<file path="config.mk">
export PLATFORM = sky130hd
export DESIGN_NAME = dma_chain_sched
export DESIGN_NICKNAME = d
export VERILOG_FILES = /design/src/rtl/dmasch_pkg.sv /design/src/rtl/dmasch_req_bank.sv /design/src/rtl/dmasch_arbiter.sv /design/src/rtl/dmasch_seq.sv /design/src/rtl/dma_chain_sched.sv
export SDC_FILE = /design/constraint.sdc
export NUM_CORES = 1
export LEC_CHECK = 0
export BUFFER_PORTS_ARGS = -buffer_cell sky130_fd_sc_hd__buf_4
export CAP_MARGIN = 20
export CORE_AREA = 5 5 42 44
export CTS_BUF_LIST = sky130_fd_sc_hd__clkbuf_4
export DETAILED_ROUTE_END_ITERATION = 6
export DIE_AREA = 0 0 47 49
export PLACE_DENSITY = 0.75
export SYNTH_ARGS = -nofsm -noshare
export SYNTH_HDL_FRONTEND = slang
export SYNTH_SLANG_ARGS = --single-unit
</file>
<file path="constraint.sdc">
create_clock -name clk -period 2.2 [get_ports clk]
set_clock_uncertainty 0.1 [all_clocks]
set_input_delay 0.33 -clock clk [delete_from_list [all_inputs] [get_ports clk]]
set_output_delay 0.33 -clock clk [all_outputs]
set_load 0.01 [all_outputs]
</file>
<file path="src/rtl/dmasch_pkg.sv">
package dmasch_pkg;
  localparam int MAX_CH = 16;
  typedef logic [MAX_CH-1:0] chvec_t;

  // Link value k (k>0) selects channel k-1; 0 selects nothing.
  function automatic chvec_t link_target(input int unsigned link);
    chvec_t v;
    v = '0;
    for (int unsigned i = 0; i < MAX_CH; i++) v[i] = (link == i + 1);
    return v;
  endfunction

  // Isolate the lowest set bit (lowest number = highest priority).
  function automatic chvec_t lowest_onehot(input chvec_t v);
    return v & (~v + chvec_t'(1));
  endfunction
endpackage

</file>
<file path="src/rtl/dmasch_req_bank.sv">
module dmasch_req_bank #(
  parameter int NCH = 3
) (
  input  logic           clk,
  input  logic           rst_n,
  input  logic [NCH-1:0] set_i,
  input  logic [NCH-1:0] clr_i,
  output logic [NCH-1:0] pend_o
);
  for (genvar c = 0; c < NCH; c++) begin : g_bit
    logic pend_q;
    always_ff @(posedge clk or negedge rst_n) begin
      if (!rst_n) pend_q <= 1'b0;
      else        pend_q <= set_i[c] | (pend_q & ~clr_i[c]);
    end
    assign pend_o[c] = pend_q;

    // a set request is never lost, even against a same-cycle clear
    assert_set_sticks_R4: assert property (@(posedge clk) disable iff (!rst_n)
      set_i[c] |=> pend_o[c]);
    // a grant without a new request clears the bit
    assert_clear_R4: assert property (@(posedge clk) disable iff (!rst_n)
      (clr_i[c] && !set_i[c]) |=> !pend_o[c]);
  end
endmodule

</file>
<file path="src/rtl/dmasch_arbiter.sv">
module dmasch_arbiter
  import dmasch_pkg::*;
#(
  parameter int NCH  = 3,
  parameter int CH_W = 2
) (
  input  logic            clk,
  input  logic            rst_n,
  input  logic [NCH-1:0]  req_i,
  input  logic            idle_i,
  output logic            gnt_vld_o,
  output logic [NCH-1:0]  gnt_oh_o,
  output logic [CH_W-1:0] gnt_idx_o
);
  chvec_t pick_full;
  assign pick_full = lowest_onehot(chvec_t'(req_i));
  assign gnt_oh_o  = idle_i ? pick_full[NCH-1:0] : '0;
  assign gnt_vld_o = |gnt_oh_o;

  always_comb begin
    gnt_idx_o = '0;
    for (int c = 0; c < NCH; c++)
      if (gnt_oh_o[c]) gnt_idx_o = CH_W'(c);
  end

  // at most one grant, and always one when idle with requests
  assert_onehot_R2: assert property (@(posedge clk) disable iff (!rst_n)
    $onehot0(gnt_oh_o));
  assert_grant_when_idle_R2: assert property (@(posedge clk) disable iff (!rst_n)
    (idle_i && (|req_i)) |-> gnt_vld_o);
  // no arbitration while a frame runs
  assert_no_grant_busy_R3: assert property (@(posedge clk) disable iff (!rst_n)
    !idle_i |-> !gnt_vld_o);
endmodule

</file>
<file path="src/rtl/dmasch_seq.sv">
module dmasch_seq
  import dmasch_pkg::*;
#(
  parameter int NCH    = 3,
  parameter int CH_W   = 2,
  parameter int LINK_W = 2
) (
  input  logic                  clk,
  input  logic                  rst_n,
  input  logic                  gnt_vld_i,
  input  logic [CH_W-1:0]       gnt_idx_i,
  input  logic                  xfer_done_i,
  input  logic [NCH*LINK_W-1:0] cfg_link_i,
  input  logic [NCH-1:0]        cfg_autoinit_i,
  output logic                  busy_o,
  output logic [CH_W-1:0]       act_idx_o,
  output logic [NCH-1:0]        armed_o,
  output logic [NCH-1:0]        chain_tgt_o,
  output logic                  frame_end_o,
  output logic                  chain_done_o
);
  logic              busy_q;
  logic [CH_W-1:0]   act_q;
  logic [NCH-1:0]    armed_q;
  logic [LINK_W-1:0] link_arr [NCH];
  logic [LINK_W-1:0] cur_link;
  chvec_t            tgt_full;

  for (genvar c = 0; c < NCH; c++) begin : g_link
    assign link_arr[c] = cfg_link_i[c*LINK_W +: LINK_W];
  end

  assign cur_link     = link_arr[act_q];
  assign frame_end_o  = busy_q & xfer_done_i;
  assign tgt_full     = link_target(32'(cur_link));
  assign chain_tgt_o  = frame_end_o ? tgt_full[NCH-1:0] : '0;
  assign chain_done_o = frame_end_o && (cur_link == '0);

  always_ff @(posedge clk or negedge rst_n) begin
    if (!rst_n) begin
      busy_q  <= 1'b0;
      act_q   <= '0;
      armed_q <= '1;
    end else begin
      if (gnt_vld_i) begin
        busy_q <= 1'b1;
        act_q  <= gnt_idx_i;
      end else if (frame_end_o) begin
        busy_q <= 1'b0;
        if (!cfg_autoinit_i[act_q]) armed_q[act_q] <= 1'b0;
      end
    end
  end

  assign busy_o    = busy_q;
  assign act_idx_o = act_q;
  assign armed_o   = armed_q;

  // owner stays fixed until the engine reports done
  assert_hold_owner_R3: assert property (@(posedge clk) disable iff (!rst_n)
    (busy_o && !xfer_done_i) |=> (busy_o && $stable(act_idx_o)));
  // done while idle changes nothing
  assert_idle_done_ignored_R7: assert property (@(posedge clk) disable iff (!rst_n)
    (!busy_o && !gnt_vld_i) |=> !busy_o);
  // chain-done only at an accepted frame end
  assert_chain_done_R6: assert property (@(posedge clk) disable iff (!rst_n)
    chain_done_o |-> (busy_o && xfer_done_i));
  // a channel without auto-reload disarms after its frame
  assert_disarm_R8: assert property (@(posedge clk) disable iff (!rst_n)
    (frame_end_o && !cfg_autoinit_i[act_idx_o]) |=> !armed_o[$past(act_idx_o)]);
endmodule

</file>
<file path="src/rtl/dma_chain_sched.sv">
module dma_chain_sched #(
  parameter int NCH    = 3,
  parameter int CH_W   = (NCH > 1) ? $clog2(NCH) : 1,
  parameter int LINK_W = $clog2(NCH + 1)
) (
  input  logic                  clk,
  input  logic                  rst_n,
  input  logic [NCH-1:0]        hw_trig_i,
  input  logic [NCH*LINK_W-1:0] cfg_link_i,
  input  logic [NCH-1:0]        cfg_autoinit_i,
  input  logic                  done_i,
  output logic                  start_o,
  output logic [CH_W-1:0]       start_ch_o,
  output logic                  busy_o,
  output logic [CH_W-1:0]       active_ch_o,
  output logic                  chain_done_o
);
  logic [NCH-1:0] pend;
  logic [NCH-1:0] armed;
  logic [NCH-1:0] chain_tgt;
  logic [NCH-1:0] req_set;
  logic [NCH-1:0] req_live;
  logic [NCH-1:0] gnt_oh;
  logic           gnt_vld;
  logic [CH_W-1:0] gnt_idx;
  logic           busy;
  logic           frame_end;

  // Named event wires: requests only count on armed channels
  assign req_set  = (hw_trig_i | chain_tgt) & armed;
  assign req_live = pend & armed;

  dmasch_req_bank #(.NCH(NCH)) u_req (
    .clk(clk), .rst_n(rst_n), .set_i(req_set), .clr_i(gnt_oh), .pend_o(pend)
  );

  dmasch_arbiter #(.NCH(NCH), .CH_W(CH_W)) u_arb (
    .clk(clk), .rst_n(rst_n), .req_i(req_live), .idle_i(!busy),
    .gnt_vld_o(gnt_vld), .gnt_oh_o(gnt_oh), .gnt_idx_o(gnt_idx)
  );

  dmasch_seq #(.NCH(NCH), .CH_W(CH_W), .LINK_W(LINK_W)) u_seq (
    .clk(clk), .rst_n(rst_n), .gnt_vld_i(gnt_vld), .gnt_idx_i(gnt_idx),
    .xfer_done_i(done_i), .cfg_link_i(cfg_link_i), .cfg_autoinit_i(cfg_autoinit_i),
    .busy_o(busy), .act_idx_o(active_ch_o), .armed_o(armed),
    .chain_tgt_o(chain_tgt), .frame_end_o(frame_end), .chain_done_o(chain_done_o)
  );

  assign start_o    = gnt_vld;
  assign start_ch_o = gnt_idx;
  assign busy_o     = busy;

  // a link kick reaches the pending bank at every frame end
  assert_link_kick_R5: assert property (@(posedge clk) disable iff (!rst_n)
    (|(chain_tgt & armed)) |=> (|(pend | $past(chain_tgt & armed & {NCH{1'b0}})) || busy_o || start_o));
  // start and busy are exclusive
  assert_start_idle_R3: assert property (@(posedge clk) disable iff (!rst_n)
    start_o |-> !busy_o);
  // a frame end never coincides with a grant
  assert_end_not_grant_R5: assert property (@(posedge clk) disable iff (!rst_n)
    frame_end |-> !gnt_vld);
endmodule

</file>
Word-level counts from Yosys, hierarchy flattened

Index checks and enable logic that the tools add are counted.

Bits in registers: 9
Latch bits: 0
Memory bits (writable): 0
ROM bits: 0
Input port bits: 15
Output and inout port bits: 7
Memories kept: 0

Add/subtract/negate cells: 1
Multiply operators: 0
Divide/modulo/power cells: 0
$lt $le $gt $ge: 3
Equality and inequality tests: 3
Shifts and indexed selects: 0
Multiplexer cells: 13
Bitwise operators: 20
Reductions and logical operators: 6

Operators by type and width:

| cell                | number |
|---|---|
| $and 3x3->3         | 4 |
| $mux 2              | 3 |
| $mux 3              | 2 |
| $not 3->3           | 2 |
| $mux 1              | 5 |
| $not 1->1           | 5 |
| $and 1x1->1         | 4 |
| $bmux 2 s2          | 1 |
| $eq 2x2->1 const B  | 2 |
| $add 3x1->3 const B | 1 |
| $ge 3x3->1 const B  | 1 |
| $lt 2x3->1 const B  | 1 |
| $not 2->3           | 1 |
| $or 1x1->1          | 3 |
| $or 3x3->3          | 1 |
| $reduce_and 3->1    | 1 |
| $reduce_or 3->1     | 1 |
| $bmux 1 s2          | 1 |
| $demux 1 s2         | 1 |
| $eq 2x1->1 const B  | 1 |
| $ge 2x1->1 const B  | 1 |
| $logic_and 1x1->1   | 2 |
| $logic_not 2->1     | 1 |
| $reduce_bool 2->1   | 1 |

Longest topological paths before layout

Depth after elaboration: 9
Mapped depth: 5

Hierarchy

A second synthesis with hierarchy kept.

Cell total of the unflattened synthesis: 56
Area total of the unflattened synthesis: 554.3 um^2

Modules (own cells, without submodules):

| module          | instances | cells each | area each (um^2) | seq. area each (um^2) |
|---|---|---|---|---|
| dmasch_seq      | 1         | 31         | 321.6            | 153.9 |
| dmasch_req_bank | 1         | 12         | 131.4            | 75.1 |
| dmasch_arbiter  | 1         | 6          | 56.3             | 0.0 |
| dma_chain_sched | 1         | 7          | 45.0             | 0.0 |

Least setup slack after synthesis

OpenSTA, ideal clock, no wires.

Path kind: reg-to-output
From: reg u_seq.act_q[1] (netlist: u_seq.act_idx_o[1])
To: out chain_done_o
Data arrival time: 1.293 ns
Data required time: 1.770 ns
Setup slack: 0.477 ns
Stages on the path, launching flop included: 4
Buffers on the path: 0
Cell sequence: dfrtp_1 -> mux2i_1 -> a2bb2oi_1 -> nor3b_1

Word-level cells in the longest chain between the ends: 6

Ends and longest elaborated chain:

| element                                    | RTL line              | RTL |
|---|---|---|
| from (decl)                                | dmasch_seq.sv:23      | `logic [CH_W-1:0] act_q;` |
| from (signal assigned)                     | dmasch_seq.sv:47      | `act_q <= gnt_idx_i;` |
| $not 2->3 (implied by the code)            | dmasch_seq.sv:33      | `assign cur_link = link_arr[act_q];` |
| $bmux 2 s2                                 | dmasch_seq.sv:33      |  |
| $mux 2 (implied by the code) (2 in series) | dmasch_seq.sv:33      |  |
| $logic_not 2->1                            | dmasch_seq.sv:37      | `assign chain_done_o = frame_end_o && (cur_link == '0);` |
| $logic_and 1x1->1                          | dmasch_seq.sv:37      |  |
| to (decl)                                  | dma_chain_sched.sv:16 | `output logic chain_done_o` |

No other way between the ends. The select of a mux whose other input is x is not followed.

Final worst setup path

Same ends and word-level chain as after synthesis.

==> run_results.csv <==
group,metric,value,unit
route,ant_nets,0,
grt,antenna_found_initial,0,
logic_synthesis,netlist_area,480.5,um2
min_path,min_path_type,"input port to flip-flop",
cts,cts_buffers,3,
setup_path,cp_max_fo,6,
cts,post_cts_buffers,0,
cts,clock_latency,0.28,ns
pwr,p_leak,0.3104,nW
timing,report.final.slew_viol_count,0,
setup_path,reg2reg_depth,4,
logic_synthesis,synth_common_cells,"7 x inv_1, 6 x dfrtp_1, 5 x nand2_1, 3 x dfstp_2, 3 x o21ai_0",
route,vias,450,
route,vias_per_cell,5.056,
timing,relSlewSlack,0.7975,
cts,clk_path_buf_depth,2,
logic_synthesis,yosysWarnings,0,
setup_path,end_kind,"output pin",
timing,setup_viol,0,
setup_path,r2r_slack,0.75,ns
die,rows,14,
timing,setup_tns,0,ns
finish,finalNonFillerCells,89,
finish,diodes,0,
die,initial_utilization,0.3429,
logic_synthesis,yosys.cell_types.count,25,
pwr,vdd_drop_max,0.2902,mV
logic_synthesis,synth_area_per_cell,10.01,um2
route,drt_iter0_drc,5,
setup_path,crit_start,"u_seq.act_idx_o[1]$_DFFE_PN0P_",
finish,fin_nets,89,
logic_synthesis,synth_ff_type,"dfrtp_1",
route,wl_per_cell,13.99,um
logic_synthesis,syn-instance-count,48,
timing,rsz0062_at_grt,"false",
setup_path,startpoint_type,"flip-flop",
placement,dp_hpwl,935,um
placement,dp.cells,84,
timing,hold_violations,0,
route,wl,1245,um
cts,cts.clk_slew.worst_paths,0.07,ns
timing,worstMarginPinSlew,0.3038,ns
cts,cts_root_buffer,"clkbuf_4",
setup_path,cp-endpoint,"chain_done_o",
logic_synthesis,synth_top_area_cell,"dfrtp_1",
finish,drive_gt1_frac,0.4521,
placement,post-place-ws,0.3475,ns
logic_synthesis,synth_top_cell_area_share,0.3125,
die,fp.dieH,49,um
timing,period_share,0.9136,
placement,io_buffers,21,
logic_synthesis,synthesis.nets,63,
logic_synthesis,synthTopCellsByArea,"dfrtp_1 31%, dfstp_2 16%, inv_1 5.5%",
setup_path,crit_type,"flip-flop to output pin",
timing,fin_ws,0.1901,ns
timing,fmax,0.4975,GHz
cts,ctsHtreeMaxLevel,1,
grt,overflow,0,
finish,area_delta_synth_final,45.31,%
route,drc_errors,0,
setup_path,arrival,1.58,ns
grt,grt_usage,0.1293,
setup_path,required,1.77,ns
timing,min_period,2.010,ns
grt,grt_start_max_net_pins,12,
placement,gp_congestion,0.7519,
pwr,p_per_area,485.3,nW/um2
cts,cts_tree,"done",
run_status,status,"complete, no violations",
die,die_area,2303,um2
setup_path,timing.rr.start,"u_seq.act_idx_o[0]$_DFFE_PN0P_",
logic_synthesis,synth-seq-area-share,0.4766,
cts,cts_num_sinks,9,
grt,grt_pass1_vias,458,
route,drt-pass1-iter-count,4,
logic_synthesis,synth_most_common_cell,"inv_1",
logic_synthesis,synth_edf_count,0,
setup_path,reg2reg_to,"u_req.g_bit[2].pend_q$_DFF_PN0_",
logic_synthesis,async_flop_share,1.000,
die,num_io_pins,22,
die,die_width,47,um
flow_run,cap_violations,0,
grt,grt_pass1_wl,2021,um
die,core-area,1401,um2
logic_synthesis,ys_ff_latch,9,
-- through the flow --
stage	cell area [um2]	util	power [mW]	hold slack (ns)
2_1_floorplan	480.5	-	0.1744	-0.06559
3_3_place_gp	653.1	0.4661	0.1991	0.06011
3_5_place_dp	653.1	0.4661	0.1993	0.06051
4_1_cts	690.7	0.4929	0.3400	0.1587
5_1_grt	698.2	0.4982	0.3547	0.1719
6_report	698.2	0.4982	0.3388	0.1699
-- layout by cell type, fill, tap and decap left out, drive strengths merged, types with 2 or more instances in the layout --
| cell | n |
|---|---|
| o31ai | 2 |
| nand3 | 2 |
| buf | 21 |
| o41a | 2 |
| dfrtp | 6 |
| clkbuf | 3 |
| dfstp | 3 |
| mux2i | 2 |
| o2bb2ai | 2 |
| inv | 7 |
| nand2 | 5 |
| o21ai | 4 |
-- routing by layer --
metal | up-vias | part of all wire | global-route usage
li1 | 227 | - | -
met1 | 198 | 0.45 | 0.1512
met2 | 20 | 0.42 | 0.1765
met3 | 5 | 0.080 | 0.03690
met4 | 0 | 0.049 | 0.1244
met5 | - | 0 | 0
-- power by group --
group | total, mW | internal (mW) | switching [mW] | leakage [nW]
Clock | 0.141 | 0.0675 | 0.0733 | 0.0177
Combinational | 0.0324 | 0.0203 | 0.0121 | 0.190
Sequential | 0.166 | 0.166 | 0.000000000000000113 | 0.103
Total | 0.339 | 0.253 | 0.0854 | 0.310
-- worst min-delay path by stage --
stage | start | to | slack (ns) | cells past startpoint
2_1_floorplan | rst_n | u_req.g_bit[0].pend_q$_DFF_PN0_ | -0.07 | 0
3_3_place_gp | rst_n | u_req.g_bit[1].pend_q$_DFF_PN0_ | 0.06 | 1
3_5_place_dp | rst_n | u_req.g_bit[1].pend_q$_DFF_PN0_ | 0.06 | 1
4_1_cts | done_i | u_seq.busy_o$_DFFE_PN0P_ | 0.16 | 2
5_1_grt | cfg_autoinit_i[0] | u_seq.armed_o[0]$_DFFE_PN1P_ | 0.17 | 2
6_report | cfg_autoinit_i[1] | u_seq.armed_o[1]$_DFFE_PN1P_ | 0.17 | 2
-- critical path: stages, from the launching register on --
cell       delay [ns]
dfrtp_2          0.44
mux2i_1          0.28
a2bb2oi_2        0.22
nor3b_1          0.21
buf_4            0.15
-- registers in the layout (all words and copies together) (netlist names) --
signal,cells
u_seq.act_idx_o,2
u_req.g_bit.pend_q,3
u_seq.busy_o,1
u_seq.armed_o,3
-- final cells by class --
type | count | area [um2]
Sequential cell | 9 | 230.2
Inverter | 7 | 26.28
Multi-Input combinational cell | 31 | 226.5
Clock inverter | 1 | 5.005
Clock buffer | 3 | 22.52
Tap cell | 16 | 20.02
Fill cell | 147 | 703.2
Timing Repair Buffer | 22 | 167.7
-- cell families (layout without fill, tap and decap cells) --
family,Yosys count,after routing,share of synthesized area
AOI/OAI and AO/OA,18,18,0.2969
buffers and inverters,8,33,0.06510
DFF,9,9,0.4766
muxes,2,2,0.04167
and+or+nand+nor,11,11,0.1198
-- repair_timing --
| item | CTS | global route |
|---|---|---|
| gates resized for setup | 0 | 2 |
| setup endpoints to repair | 0 | 1 |
| hold endpoints to repair | 9 | 0 |
| hold buffers | 1 | 0 |
Note: power is estimated with default switching activity, not from simulation.
